--- config.mk ---
export PLATFORM = sky130hd
export DESIGN_NAME = frame_shadow_regs
export DESIGN_NICKNAME = d
export VERILOG_FILES = /design/src/rtl/fsr_pkg.sv /design/src/rtl/fsr_rise_det.sv /design/src/rtl/fsr_ctrl.sv /design/src/rtl/fsr_cfg_bank.sv /design/src/rtl/frame_shadow_regs.sv
export SDC_FILE = /design/constraint.sdc
export NUM_CORES = 1
export LEC_CHECK = 0
export BUFFER_PORTS_ARGS = -buffer_cell sky130_fd_sc_hd__clkbuf_2
export CAP_MARGIN = 0
export CORE_MARGIN = 3
export CORE_UTILIZATION = 52
export DETAILED_ROUTE_END_ITERATION = 6
export PLACE_DENSITY = 0.81
export SLEW_MARGIN = 10
export SYNTH_ARGS = -nofsm -noshare
export SYNTH_HDL_FRONTEND = slang
export SYNTH_SLANG_ARGS = --single-unit
--- constraint.sdc ---
create_clock -name clk -period 1.8 [get_ports clk]
set_clock_uncertainty 0.1 [all_clocks]
set_input_delay 0.09 -clock clk [delete_from_list [all_inputs] [get_ports clk]]
set_output_delay 0.09 -clock clk [all_outputs]
set_load 0.02 [all_outputs]
--- src/rtl/fsr_pkg.sv ---
package fsr_pkg;

  localparam int ADDR_W = 12;
  localparam int NCFG   = 10;
  localparam int IDX_W  = $clog2(NCFG);

  typedef enum logic [IDX_W-1:0] {
    CFG_SIZE = 4'd0,
    CFG_MAX  = 4'd1,
    CFG_MIN  = 4'd2,
    CFG_ROFF = 4'd3,
    CFG_GOFF = 4'd4,
    CFG_BOFF = 4'd5,
    CFG_CA   = 4'd6,
    CFG_CB   = 4'd7,
    CFG_CC   = 4'd8,
    CFG_CD   = 4'd9
  } cfg_idx_e;

  localparam logic [ADDR_W-1:0] A_CTRL = 12'h000;
  localparam logic [ADDR_W-1:0] A_STAT = 12'h004;
  localparam logic [ADDR_W-1:0] A_ERR  = 12'h008;
  localparam logic [ADDR_W-1:0] A_IRQ  = 12'h00C;
  localparam logic [ADDR_W-1:0] A_VER  = 12'h010;
  localparam logic [ADDR_W-1:0] A_SIZE = 12'h020;
  localparam logic [ADDR_W-1:0] A_CORE_LO = 12'h100;
  localparam logic [ADDR_W-1:0] A_CORE_HI = 12'h120;

  // control word bit positions
  localparam int BIT_EN    = 0;
  localparam int BIT_UPD   = 1;
  localparam int BIT_ARM   = 30;
  localparam int BIT_SWRST = 31;

  function automatic logic is_cfg(input logic [ADDR_W-1:0] a);
    return (a == A_SIZE) ||
           ((a >= A_CORE_LO) && (a <= A_CORE_HI) && (a[1:0] == 2'b00));
  endfunction

  function automatic logic [IDX_W-1:0] cfg_sel(input logic [ADDR_W-1:0] a);
    if (a == A_SIZE) return IDX_W'(CFG_SIZE);
    return IDX_W'((a - A_CORE_LO) >> 2) + IDX_W'(1);
  endfunction

  function automatic logic is_mapped(input logic [ADDR_W-1:0] a);
    return (a == A_CTRL) || (a == A_STAT) || (a == A_ERR) ||
           (a == A_IRQ)  || (a == A_VER)  || is_cfg(a);
  endfunction

endpackage

--- src/rtl/fsr_rise_det.sv ---
module fsr_rise_det (
  input  logic clk,
  input  logic rst_n,
  input  logic sig_i,
  output logic rise_o
);

  logic sig_q;

  always_ff @(posedge clk or negedge rst_n) begin
    if (!rst_n) sig_q <= 1'b0;
    else        sig_q <= sig_i;
  end

  assign rise_o = sig_i & ~sig_q;

endmodule

--- src/rtl/fsr_ctrl.sv ---
module fsr_ctrl (
  input  logic clk,
  input  logic rst_n,
  input  logic ctl_wr,
  input  logic wr_en_bit,
  input  logic wr_upd_bit,
  input  logic wr_arm_bit,
  input  logic wr_rst_bit,
  input  logic vb_rise,
  output logic en_o,
  output logic upd_o,
  output logic armed_o,
  output logic swrst_o,
  output logic core_rst_o,
  output logic cfg_rst_o
);

  logic en_q, upd_q, armed_q, swrst_q, pulse_q;
  logic en_d, upd_d, armed_d, swrst_d, pulse_d;
  logic fire;

  assign fire = armed_q & vb_rise;

  always_comb begin
    en_d    = en_q;
    upd_d   = upd_q;
    swrst_d = swrst_q;
    armed_d = armed_q;
    if (ctl_wr) begin
      en_d    = wr_en_bit;
      upd_d   = wr_upd_bit;
      swrst_d = wr_rst_bit;
      armed_d = wr_arm_bit;
    end
    if (fire) armed_d = 1'b0;
    pulse_d = fire;
  end

  always_ff @(posedge clk or negedge rst_n) begin
    if (!rst_n) begin
      en_q    <= 1'b0;
      upd_q   <= 1'b0;
      armed_q <= 1'b0;
      swrst_q <= 1'b0;
      pulse_q <= 1'b0;
    end else begin
      en_q    <= en_d;
      upd_q   <= upd_d;
      armed_q <= armed_d;
      swrst_q <= swrst_d;
      pulse_q <= pulse_d;
    end
  end

  assign en_o       = en_q;
  assign upd_o      = upd_q;
  assign armed_o    = armed_q;
  assign swrst_o    = swrst_q;
  assign core_rst_o = swrst_q | pulse_q;
  assign cfg_rst_o  = (ctl_wr & wr_rst_bit) | swrst_q | fire;

  AST_ARM_SELF_CLEAR: assert property (@(posedge clk) disable iff (!rst_n)
    fire |=> !armed_q);
  AST_AUTORST_ONE_CYCLE: assert property (@(posedge clk) disable iff (!rst_n)
    (fire && !(ctl_wr && wr_arm_bit)) |=> (core_rst_o ##1 !pulse_q));
  AST_NO_FIRE_UNARMED: assert property (@(posedge clk) disable iff (!rst_n)
    !armed_q |=> !pulse_q);

endmodule

--- src/rtl/fsr_cfg_bank.sv ---
module fsr_cfg_bank #(
  parameter int N  = 10,
  parameter int DW = 32,
  parameter logic [N-1:0][DW-1:0] MASKS    = '1,
  parameter logic [N-1:0][DW-1:0] DEFAULTS = '0
) (
  input  logic                     clk,
  input  logic                     rst_n,
  input  logic                     wr_en,
  input  logic [$clog2(N)-1:0]     wr_idx,
  input  logic [DW-1:0]            wdata,
  input  logic                     rst_cfg,
  input  logic                     load,
  output logic [N-1:0][DW-1:0]     shadow_o,
  output logic [N-1:0][DW-1:0]     active_o
);

  localparam int IW = $clog2(N);
  localparam logic [N-1:0][DW-1:0] DEF_M = DEFAULTS & MASKS;

  for (genvar i = 0; i < N; i++) begin : g_entry
    logic [DW-1:0] sh_q, sh_d, ac_q, ac_d;
    logic          sh_ce, ac_ce;

    always_comb begin
      sh_ce = rst_cfg | (wr_en & (wr_idx == IW'(i)));
      sh_d  = rst_cfg ? DEF_M[i] : (wdata & MASKS[i]);
      ac_ce = rst_cfg | load;
      ac_d  = rst_cfg ? DEF_M[i] : sh_q;
    end

    always_ff @(posedge clk or negedge rst_n) begin
      if (!rst_n)     sh_q <= DEF_M[i];
      else if (sh_ce) sh_q <= sh_d;
    end

    always_ff @(posedge clk or negedge rst_n) begin
      if (!rst_n)     ac_q <= DEF_M[i];
      else if (ac_ce) ac_q <= ac_d;
    end

    assign shadow_o[i] = sh_q;
    assign active_o[i] = ac_q;
  end

  AST_ACTIVE_FROZEN: assert property (@(posedge clk) disable iff (!rst_n)
    (!load && !rst_cfg) |=> $stable(active_o));
  AST_LOAD_COPIES: assert property (@(posedge clk) disable iff (!rst_n)
    (load && !rst_cfg) |=> (active_o == $past(shadow_o)));
  AST_RESET_DEFAULTS: assert property (@(posedge clk) disable iff (!rst_n)
    rst_cfg |=> ((shadow_o == DEF_M) && (active_o == DEF_M)));

endmodule

--- src/rtl/frame_shadow_regs.sv ---
module frame_shadow_regs
  import fsr_pkg::*;
#(
  parameter int             DATA_W   = 32,
  parameter int             PIX_W    = 8,
  parameter int             OFF_W    = 32,
  parameter int             COEF_W   = 17,
  parameter logic [31:0]    VERSION  = 32'h0301_0000,
  parameter int             DEF_COLS = 1280,
  parameter int             DEF_ROWS = 720,
  parameter int             DEF_MAX  = 255,
  parameter int             DEF_MIN  = 0,
  parameter int             DEF_OFF  = 16,
  parameter int             DEF_CA   = 1000,
  parameter int             DEF_CB   = 2000,
  parameter int             DEF_CC   = 3000,
  parameter int             DEF_CD   = 4000
) (
  input  logic                clk,
  input  logic                rst_n,
  input  logic                bus_wr,
  input  logic [ADDR_W-1:0]   bus_waddr,
  input  logic [DATA_W-1:0]   bus_wdata,
  input  logic                bus_rd,
  input  logic [ADDR_W-1:0]   bus_raddr,
  output logic [DATA_W-1:0]   bus_rdata,
  output logic                bus_rvalid,
  input  logic                sof_i,
  input  logic                vblank_i,
  input  logic [DATA_W-1:0]   status_i,
  input  logic [DATA_W-1:0]   error_i,
  output logic                core_en_o,
  output logic                core_rst_o,
  output logic [DATA_W-1:0]   irq_en_o,
  output logic [DATA_W/2-1:0] cols_o,
  output logic [DATA_W/2-1:0] rows_o,
  output logic [PIX_W-1:0]    max_o,
  output logic [PIX_W-1:0]    min_o,
  output logic [OFF_W-1:0]    roff_o,
  output logic [OFF_W-1:0]    goff_o,
  output logic [OFF_W-1:0]    boff_o,
  output logic [COEF_W-1:0]   coef_a_o,
  output logic [COEF_W-1:0]   coef_b_o,
  output logic [COEF_W-1:0]   coef_c_o,
  output logic [COEF_W-1:0]   coef_d_o
);

  localparam int HALF_W = DATA_W / 2;

  function automatic logic [DATA_W-1:0] low_ones(input int w);
    return DATA_W'((64'd1 << w) - 64'd1);
  endfunction

  function automatic logic [NCFG-1:0][DATA_W-1:0] build_masks();
    logic [NCFG-1:0][DATA_W-1:0] m;
    m[int'(CFG_SIZE)] = '1;
    m[int'(CFG_MAX)]  = low_ones(PIX_W);
    m[int'(CFG_MIN)]  = low_ones(PIX_W);
    m[int'(CFG_ROFF)] = low_ones(OFF_W);
    m[int'(CFG_GOFF)] = low_ones(OFF_W);
    m[int'(CFG_BOFF)] = low_ones(OFF_W);
    m[int'(CFG_CA)]   = low_ones(COEF_W);
    m[int'(CFG_CB)]   = low_ones(COEF_W);
    m[int'(CFG_CC)]   = low_ones(COEF_W);
    m[int'(CFG_CD)]   = low_ones(COEF_W);
    return m;
  endfunction

  function automatic logic [NCFG-1:0][DATA_W-1:0] build_defaults();
    logic [NCFG-1:0][DATA_W-1:0] d;
    d[int'(CFG_SIZE)] = {HALF_W'(DEF_COLS), HALF_W'(DEF_ROWS)};
    d[int'(CFG_MAX)]  = DATA_W'(DEF_MAX);
    d[int'(CFG_MIN)]  = DATA_W'(DEF_MIN);
    d[int'(CFG_ROFF)] = DATA_W'(DEF_OFF);
    d[int'(CFG_GOFF)] = DATA_W'(DEF_OFF);
    d[int'(CFG_BOFF)] = DATA_W'(DEF_OFF);
    d[int'(CFG_CA)]   = DATA_W'(DEF_CA);
    d[int'(CFG_CB)]   = DATA_W'(DEF_CB);
    d[int'(CFG_CC)]   = DATA_W'(DEF_CC);
    d[int'(CFG_CD)]   = DATA_W'(DEF_CD);
    return d;
  endfunction

  localparam logic [NCFG-1:0][DATA_W-1:0] MASKS    = build_masks();
  localparam logic [NCFG-1:0][DATA_W-1:0] DEFAULTS = build_defaults();

  // ---------------------------------------------------------------- decode
  logic ctl_wr, cfg_wr, err_wr, irq_wr;
  logic [IDX_W-1:0] wr_idx;

  always_comb begin
    ctl_wr = bus_wr & (bus_waddr == A_CTRL);
    err_wr = bus_wr & (bus_waddr == A_ERR);
    irq_wr = bus_wr & (bus_waddr == A_IRQ);
    cfg_wr = bus_wr & is_cfg(bus_waddr);
    wr_idx = cfg_sel(bus_waddr);
  end

  // ---------------------------------------------------------------- control
  logic vb_rise, en, upd, armed, swrst, cfg_rst, load;

  fsr_rise_det u_vb_edge (
    .clk    (clk),
    .rst_n  (rst_n),
    .sig_i  (vblank_i),
    .rise_o (vb_rise)
  );

  fsr_ctrl u_ctrl (
    .clk        (clk),
    .rst_n      (rst_n),
    .ctl_wr     (ctl_wr),
    .wr_en_bit  (bus_wdata[BIT_EN]),
    .wr_upd_bit (bus_wdata[BIT_UPD]),
    .wr_arm_bit (bus_wdata[BIT_ARM]),
    .wr_rst_bit (bus_wdata[BIT_SWRST]),
    .vb_rise    (vb_rise),
    .en_o       (en),
    .upd_o      (upd),
    .armed_o    (armed),
    .swrst_o    (swrst),
    .core_rst_o (core_rst_o),
    .cfg_rst_o  (cfg_rst)
  );

  assign load = sof_i & en & upd;

  // ---------------------------------------------------------------- bank
  logic [NCFG-1:0][DATA_W-1:0] shadow, active;

  fsr_cfg_bank #(
    .N        (NCFG),
    .DW       (DATA_W),
    .MASKS    (MASKS),
    .DEFAULTS (DEFAULTS)
  ) u_bank (
    .clk      (clk),
    .rst_n    (rst_n),
    .wr_en    (cfg_wr),
    .wr_idx   (wr_idx),
    .wdata    (bus_wdata),
    .rst_cfg  (cfg_rst),
    .load     (load),
    .shadow_o (shadow),
    .active_o (active)
  );

  // ---------------------------------------------------------------- misc words
  logic [DATA_W-1:0] err_q, err_d, irq_q, irq_d;

  always_comb begin
    err_d = err_q;
    if (err_wr) err_d = err_d & ~bus_wdata;
    err_d = err_d | error_i;
    irq_d = irq_wr ? bus_wdata : irq_q;
  end

  always_ff @(posedge clk or negedge rst_n) begin
    if (!rst_n) begin
      err_q <= '0;
      irq_q <= '0;
    end else begin
      err_q <= err_d;
      irq_q <= irq_d;
    end
  end

  // ---------------------------------------------------------------- read
  logic [DATA_W-1:0] rd_d, rd_q;
  logic              rv_q;

  always_comb begin
    rd_d = '0;
    if (is_cfg(bus_raddr)) begin
      rd_d = shadow[cfg_sel(bus_raddr)];
    end else begin
      case (bus_raddr)
        A_CTRL: begin
          rd_d[BIT_EN]    = en;
          rd_d[BIT_UPD]   = upd;
          rd_d[BIT_ARM]   = armed;
          rd_d[BIT_SWRST] = swrst;
        end
        A_STAT:  rd_d = status_i;
        A_ERR:   rd_d = err_q;
        A_IRQ:   rd_d = irq_q;
        A_VER:   rd_d = DATA_W'(VERSION);
        default: rd_d = '0;
      endcase
    end
  end

  always_ff @(posedge clk or negedge rst_n) begin
    if (!rst_n) begin
      rd_q <= '0;
      rv_q <= 1'b0;
    end else begin
      rv_q <= bus_rd;
      if (bus_rd) rd_q <= rd_d;
    end
  end

  assign bus_rdata  = rd_q;
  assign bus_rvalid = rv_q;

  // ---------------------------------------------------------------- outputs
  assign core_en_o = en;
  assign irq_en_o  = irq_q;
  assign cols_o    = active[int'(CFG_SIZE)][DATA_W-1:HALF_W];
  assign rows_o    = active[int'(CFG_SIZE)][HALF_W-1:0];
  assign max_o     = active[int'(CFG_MAX)][PIX_W-1:0];
  assign min_o     = active[int'(CFG_MIN)][PIX_W-1:0];
  assign roff_o    = active[int'(CFG_ROFF)][OFF_W-1:0];
  assign goff_o    = active[int'(CFG_GOFF)][OFF_W-1:0];
  assign boff_o    = active[int'(CFG_BOFF)][OFF_W-1:0];
  assign coef_a_o  = active[int'(CFG_CA)][COEF_W-1:0];
  assign coef_b_o  = active[int'(CFG_CB)][COEF_W-1:0];
  assign coef_c_o  = active[int'(CFG_CC)][COEF_W-1:0];
  assign coef_d_o  = active[int'(CFG_CD)][COEF_W-1:0];

  // ---------------------------------------------------------------- checks
  AST_UNMAPPED_ZERO: assert property (@(posedge clk) disable iff (!rst_n)
    (bus_rd && !is_mapped(bus_raddr)) |=> (bus_rdata == '0));
  AST_VERSION_RO: assert property (@(posedge clk) disable iff (!rst_n)
    (bus_rd && bus_raddr == A_VER) |=> (bus_rdata == DATA_W'(VERSION)));
  AST_RVALID_NEXT: assert property (@(posedge clk) disable iff (!rst_n)
    bus_rd |=> bus_rvalid);
  AST_RVALID_IDLE: assert property (@(posedge clk) disable iff (!rst_n)
    !bus_rd |=> !bus_rvalid);
  AST_ERR_STICKY: assert property (@(posedge clk) disable iff (!rst_n)
    (|error_i) |=> ((bus_rdata == bus_rdata) && ((err_q & $past(error_i)) == $past(error_i))));

endmodule

==> results of run 1 <==
==> sequential cells by signal, indices dropped and copies added (netlist names) <==
signal,cells
u_ctrl.pulse_q,1
bus_rdata,32
u_bank.g_entry.sh_q,212
u_bank.g_entry.ac_q,212
u_ctrl.en_o,1
u_ctrl.armed_o,1
u_vb_edge.sig_q,1
bus_rvalid,1
u_ctrl.swrst_o,1
err_q,32
u_ctrl.upd_o,1
irq_en_o,32
==> worst max-delay path, cell delays in order <==
cell           delay, ps
clkbuf_2             110
dlygate4sd3_1        570
buf_4                160
inv_1                 70
a31oi_1              160
buf_4                200
nor3_2               190
buf_4                230
o21ai_0              210
a31oi_1              210
==> cell families (layout without fill, tap and decap cells) <==
logic type	after synthesis	count (layout)
xor+xnor	2	2
fa+ha+maj	8	8
flops	527	527
simple gates	905	905
buf+inv	295	820
mux	143	143
compound gates	764	764
==> metrics by stage <==
stage                     setup slack [ps]  power [mW]  cells  area, µm²
after floorplan                       -453        14.1   2644      25400
after global placement                -488        15.6   3587      29400
after detailed placement              -510        15.7   3587      29400
after CTS                             17.3        27.4   3775      32100
after global routing                 -23.2        28.1   3776      32100
final                                 20.6        27.5   3776      32100
==> worst paths after layout <==
check                                     startpoint                          to  slack (ps)
max                                     bus_raddr[5]               bus_rdata[26]          20
min                                     status_i[28]               bus_rdata[28]          -3
max reg2reg                u_bank.g_entry[6].sh_q[2]                bus_rdata[2]          90
min reg2reg                                err_q[12]                   err_q[12]         380
max in group asynchronous                      rst_n   u_bank.g_entry[0].ac_q[6]        1040
min in group asynchronous                      rst_n  u_bank.g_entry[8].ac_q[13]          70
==> cell type report <==
| cell class | count | area [µm²] |
|---|---|---|
| Fill cell | 3507 | 14900 |
| Timing Repair Buffer | 710 | 5380 |
| Clock buffer | 71 | 1540 |
| Sequential cell | 527 | 13300 |
| Tap cell | 607 | 759 |
| Multi-Input combinational cell | 1822 | 10800 |
| Clock inverter | 27 | 299 |
| Inverter | 12 | 47.5 |
==> repair_timing <==
action | in CTS | in global routing
setup endpoints to repair | 0 | 13
hold buffers | 90 | 0
buffers inserted | 0 | 0
hold endpoints to repair | 772 | 0
gates resized for setup | 0 | 9
==> power by group through the flow <==
| stage | logic [mW] | registers, mW | clock network, mW |
|---|---|---|---|
| 6_report | 3.06 | 12.7 | 11.7 |
| 2_1_floorplan | 1.10 | 13.0 | 0 |
| 5_1_grt | 3.21 | 12.7 | 12.2 |
| 3_5_place_dp | 2.80 | 12.9 | 0 |
| 3_3_place_gp | 2.75 | 12.9 | 0 |
| 4_1_cts | 2.98 | 12.7 | 11.8 |
==> cells in the final DEF, fill, tap and decap left out, types with 66 or more instances in the layout <==
master,instances
a21oi_1,373
buf_12,66
buf_4,150
clkbuf_2,403
dfrtp_1,443
dfstp_2,84
dlygate4sd3_1,89
mux2i_1,85
nand2_1,514
nand3_1,88
nand4_1,129
nor2_1,69
o21ai_0,83
o31ai_1,123
==> per-layer routing <==
metal	share of wire	track usage	vias up
li1	-	-	10500
met2	0.44	0.581	1942
met3	0.12	0.103	399
met4	0.059	0.197	2
met1	0.38	0.527	12300
met5	0.00013	0	-
==> results_dict.tcl, run 1 <==
set metrics [dict create \
    wl_per_cell_um 26.8 \
    coreArea_um2 47100 \
    crit_path_start_kind "primary input" \
    vias 25100 \
    root_buffer "clkbuf_16" \
    die_w_um 226 \
    postSynthCellCount 2644 \
    post-synth-top-count-cell "nand2_1" \
    grt_pass1_vias 24200 \
    cts_tree "built" \
    cp_max_fo 15 \
    maxCapViolations 0 \
    synth_top_area_share 0.442 \
    areaGrowthSynthToFinish_pct 28.2 \
    synth_edf_count 0 \
    htreeDepth 2 \
    crit_type "primary input to flip-flop" \
    nets 3261 \
    clk_latency_ps 620 \
    drt_first_pass_iters 7 \
    postSynth.asyncResetShare 1.00 \
    antenna_found_initial 2 \
    cts_made_buffers 54 \
    io_pins 405 \
    dieArea_um2 50900 \
    synth-compound-area-share 0.188 \
    worstPathRequired_ps 2220 \
    grt_pass1_wl_um 151000 \
    holdWs_ps -2.57 \
    ys_types 70 \
    relSlewSlack 0.502 \
    ys_top_cells_by_area "dfrtp_1 (44%), dfstp_2 (8.8%), nand2_1 (7.7%)" \
    grt_overflow 0 \
    max_clock_freq_mhz 562 \
    hold_viol 1 \
    fin_crit_ps 1780 \
    synth_top_area_cell "dfrtp_1" \
    ys.flop_type "dfrtp_1" \
    worstMarginPinSlew_ps 738 \
    p_int_mw 20.2 \
    status "finished with violations" \
    synthMuxAreaShare 0.0632 \
    peakVddDrop_mv 0.720 \
    synth_top_family_by_area "compound AO/OA/AOI/OAI gates" \
    synth_nets 2778 \
    synth_common_cells "nand2_1 (517), dfrtp_1 (443), a21oi_1 (374)" \
    seqPwrFrac 0.461 \
    synthSimpleGateAreaFrac 0.165 \
    setup-tns-final_ps 0 \
    drt_wl_total_um 101000 \
    clock_sinks 527 \
    ys_ff_latch 527 \
    clock_path_buffers 3 \
    clkPwrFrac 0.427 \
    netlist_area_um2 25100 \
    netSwitchingFraction 0.265 \
    avgSynthCellArea_um2 9.48 \
    hp-class "primary input to flip-flop" \
    yosysSeqAreaShare 0.530 \
    fin_crit_sh 0.989 \
    synthXorXnorAreaFrac 0.000699 \
    setup_viol 0 \
    p_switching_mw 7.27 \
    rows 79 \
    p_leak_nw 14.4 \
    antenna_cells 0 \
    cp-end-kind "flip-flop" \
    final_max_slew_viol_count 0 \
    ff2ff_path_depth 4 \
    drive_gt1_frac 0.288 \
    drc 6 \
    ant_nets 0 \
    utilization 0.683 \
    via_per_inst 6.66 \
    violations "design-rule violations, negative hold slack" \
    hold_depth 5 \
    clkTransAtPathRegs_ps 60 \
    crit_arrival_ps 2200 \
    ys_warn_count 0 \
    numPortBuffers 404 \
    grt_max_degree 79 \
    grtUsageTotal 0.389 \
    combPwrFrac 0.111 \
    initial_core_util 0.533 \
    drtIter0Drc 3582 \
    synth_fa_ha_area_frac 0.00399 \
    die_h_um 226 \
    place_congestion 1.00 \
    hpwl_um 70100 \
    p_per_area_nw_per_um2 855 \
]
Power figures use the tool's default switching activity.
==> inputs of run 2 (changes only) <==
--- a/config.mk
+++ b/config.mk
@@ -10,7 +10,7 @@
 export CORE_MARGIN = 3
 export CORE_UTILIZATION = 52
 export DETAILED_ROUTE_END_ITERATION = 6
-export PLACE_DENSITY = 0.81
+export PLACE_DENSITY = 0.79
 export SLEW_MARGIN = 10
 export SYNTH_ARGS = -nofsm -noshare
 export SYNTH_HDL_FRONTEND = slang
==> constraint.sdc (replaced) <==
create_clock -name clk -period 1.8 [get_ports clk]
set_clock_uncertainty 0.1 [all_clocks]
set_input_delay 0.36 -clock clk [delete_from_list [all_inputs] [get_ports clk]]
set_output_delay 0.36 -clock clk [all_outputs]
set_load 0.02 [all_outputs]
==> run 2 against run 1 <==
- the run ends with design-rule violations, negative setup slack left
- via count decreased by 0.71%
- sequential cell count unchanged
- routed wire length increased by 3.2%
- die area unchanged
- first-iteration DRC count decreased by 16%
- power increased by 1.8%
- hold slack improved by 70 ps
- fmax decreased by 4.9%
- clock power increased by 3%
- final area increased by 6.3%
- critical endpoint is now core_rst_o
- highest routed layer unchanged
==> results_dict.tcl, run 2 (synthesis gave the netlist of run 1 again) <==
set metrics [dict create \
    status "finished with violations" \
    violations "design-rule violations, negative setup slack" \
    top_layer "met5" \
    max_clock_freq_mhz 534 \
    crit_type "flip-flop to output port" \
    top_regs "u_bank.g_entry.ac_q: 212 flops, u_bank.g_entry.sh_q: 212 flops" \
    cp_max_fo 2 \
    grtUsageTotal 0.404 \
    most-common-layout-cells "nand2_1 (513), dfrtp_1 (442), clkbuf_2 (369)" \
    p_per_area_nw_per_um2 818 \
    grt_overflow 0 \
    grt_setup_unrepaired "true" \
    nets 3277 \
    io_pins 405 \
    critPathSlowestCell "dfrtp_2" \
    critical_path.max_stage_delay_ps 420 \
    drtIter0Drc 3016 \
    crit_family "flip-flops" \
    clock_path_buffers 3 \
    cp-end-kind "output port" \
    p_leak_nw 14.7 \
    ant_nets 0 \
    rows 79 \
    via_per_inst 6.57 \
    drt_wl_total_um 104000 \
    grt_pass1_vias 24700 \
    utilization 0.726 \
    fillers 3246 \
    worstPathRequired_ps 1340 \
    drt_first_pass_iters 7 \
    wl_met1_um 38700 \
    total_power_mw 28.0 \
    maxCapViolations 0 \
    cts_made_buffers 55 \
    path_buf_inv 1 \
    peakVddDrop_mv 0.768 \
    setup_viol 2 \
    crit_path_start_kind "flip-flop" \
    fin_crit_sh 1.04 \
    grt_pass1_wl_um 155000 \
    grt_max_degree 87 \
    worst_slack_ps -71.3 \
    wl_per_cell_um 27.4 \
    root_buffer "clkbuf_16" \
    clk_latency_ps 610 \
    hpwl_um 74800 \
    crit_arrival_ps 1410 \
    drc 4 \
    hold_viol 0 \
    coreArea_um2 47100 \
    fin_crit_ps 1870 \
    initial_core_util 0.533 \
    dieArea_um2 50900 \
    drive_gt1_frac 0.420 \
    met2_length_um 48200 \
    hp-class "primary input to flip-flop" \
    numPortBuffers 404 \
    clock_sinks 527 \
    die_w_um 226 \
    vias 25000 \
    relSlewSlack 0.557 \
    final_max_slew_viol_count 0 \
    wl_met3_um 9770 \
    crit_chain "or2_4 -> buf_8" \
    antenna_found_initial 6 \
    htreeDepth 2 \
    die_h_um 226 \
    clkTransAtPathRegs_ps 70 \
    areaGrowthSynthToFinish_pct 36.3 \
    cts_tree "built" \
    place_congestion 0.966 \
    worstMarginPinSlew_ps 658 \
    final_common_cell "nand2_1" \
]
## run 2: changes by cell type in the layout (fill, tap and decap cells not counted), moves of 13 or more
cell,before,now
buf_4,150,203
dlygate4sd3_1,89,34
a21oi_1,373,59
buf_12,66,79
o31ai_1,123,102
clkbuf_2,403,369
a21oi_2,0,314
## run 2: final timing paths
path	startpoint	endpoint	slack [ps]	depth (start not counted)
setup / recovery	u_ctrl.swrst_o	core_rst_o	-70	2
hold / removal	status_i[24]	bus_rdata[24]	70	4
setup reg to reg	u_ctrl.armed_o	u_bank.g_entry[6].sh_q[11]	80	6
hold reg to reg	u_vb_edge.sig_q	u_ctrl.pulse_q	370	1
max in group asynchronous	rst_n	u_bank.g_entry[8].ac_q[11]	660	4
min in group asynchronous	rst_n	u_bank.g_entry[4].ac_q[15]	120	2
## run 2: where the power goes
| group | switching [mW] | total, mW | internal, mW |
|---|---|---|---|
| Combinational | 2.01 | 3.18 | 1.18 |
| Clock | 4.89 | 12.1 | 7.18 |
| Sequential | 0.346 | 12.7 | 12.4 |
| Total | 7.25 | 28.0 | 20.7 |
## run 2: cell type report
class / instances / area [µm²] / share of cell area
clock buffers: 81 / 1560 / 0.0458
flip-flops and latches: 527 / 13300 / 0.389
repair buffers: 725 / 5760 / 0.169
clock inverters: 23 / 339 / 0.00992
well taps: 607 / 759 / 0.0222
multi-input cells: 1822 / 12400 / 0.363
diodes: 5 / 12.5 / 0.000366
inverters: 12 / 50.0 / 0.00146
## run 2: layer usage
layer | GRT usage | vias up
li1 | - | 10600
met1 | 0.510 | 12300
met2 | 0.638 | 1699
met3 | 0.0894 | 403
met4 | 0.248 | 4
met5 | 0 | -
## run 2: stage by stage
step,hold WS [ps],cells,setup slack (ps),setup TNS [ps],area [µm²]
6_report,67.7,3802,-71.3,-72.2,34200
3_3_place_gp,137,3647,-783,-218940,31400
5_1_grt,51.1,3800,-111,-370,34200
4_1_cts,33.2,3793,-96.9,-136,34000
2_1_floorplan,-35.6,2644,-723,-103560,27300
3_5_place_dp,141,3647,-825,-246160,31400
## run 2: what timing repair did
item | in CTS | in global routing
setup buffers | 7 | 3
setup endpoints to repair | 55 | 133
pin swaps | 10 | 7
gates cloned | 1 | 1
gates resized for setup | 66 | 45
hold buffers | 34 | 0
endpoints found under the hold margin | 300 | 0
## run 2: worst reg2reg max path, cell delays in order, from the launching register on
cell     delay [ps]
dfrtp_1         380
nand2_1          90
nor2_2           70
a211o_4         400
buf_12          200
buf_12          190
a21oi_1         200
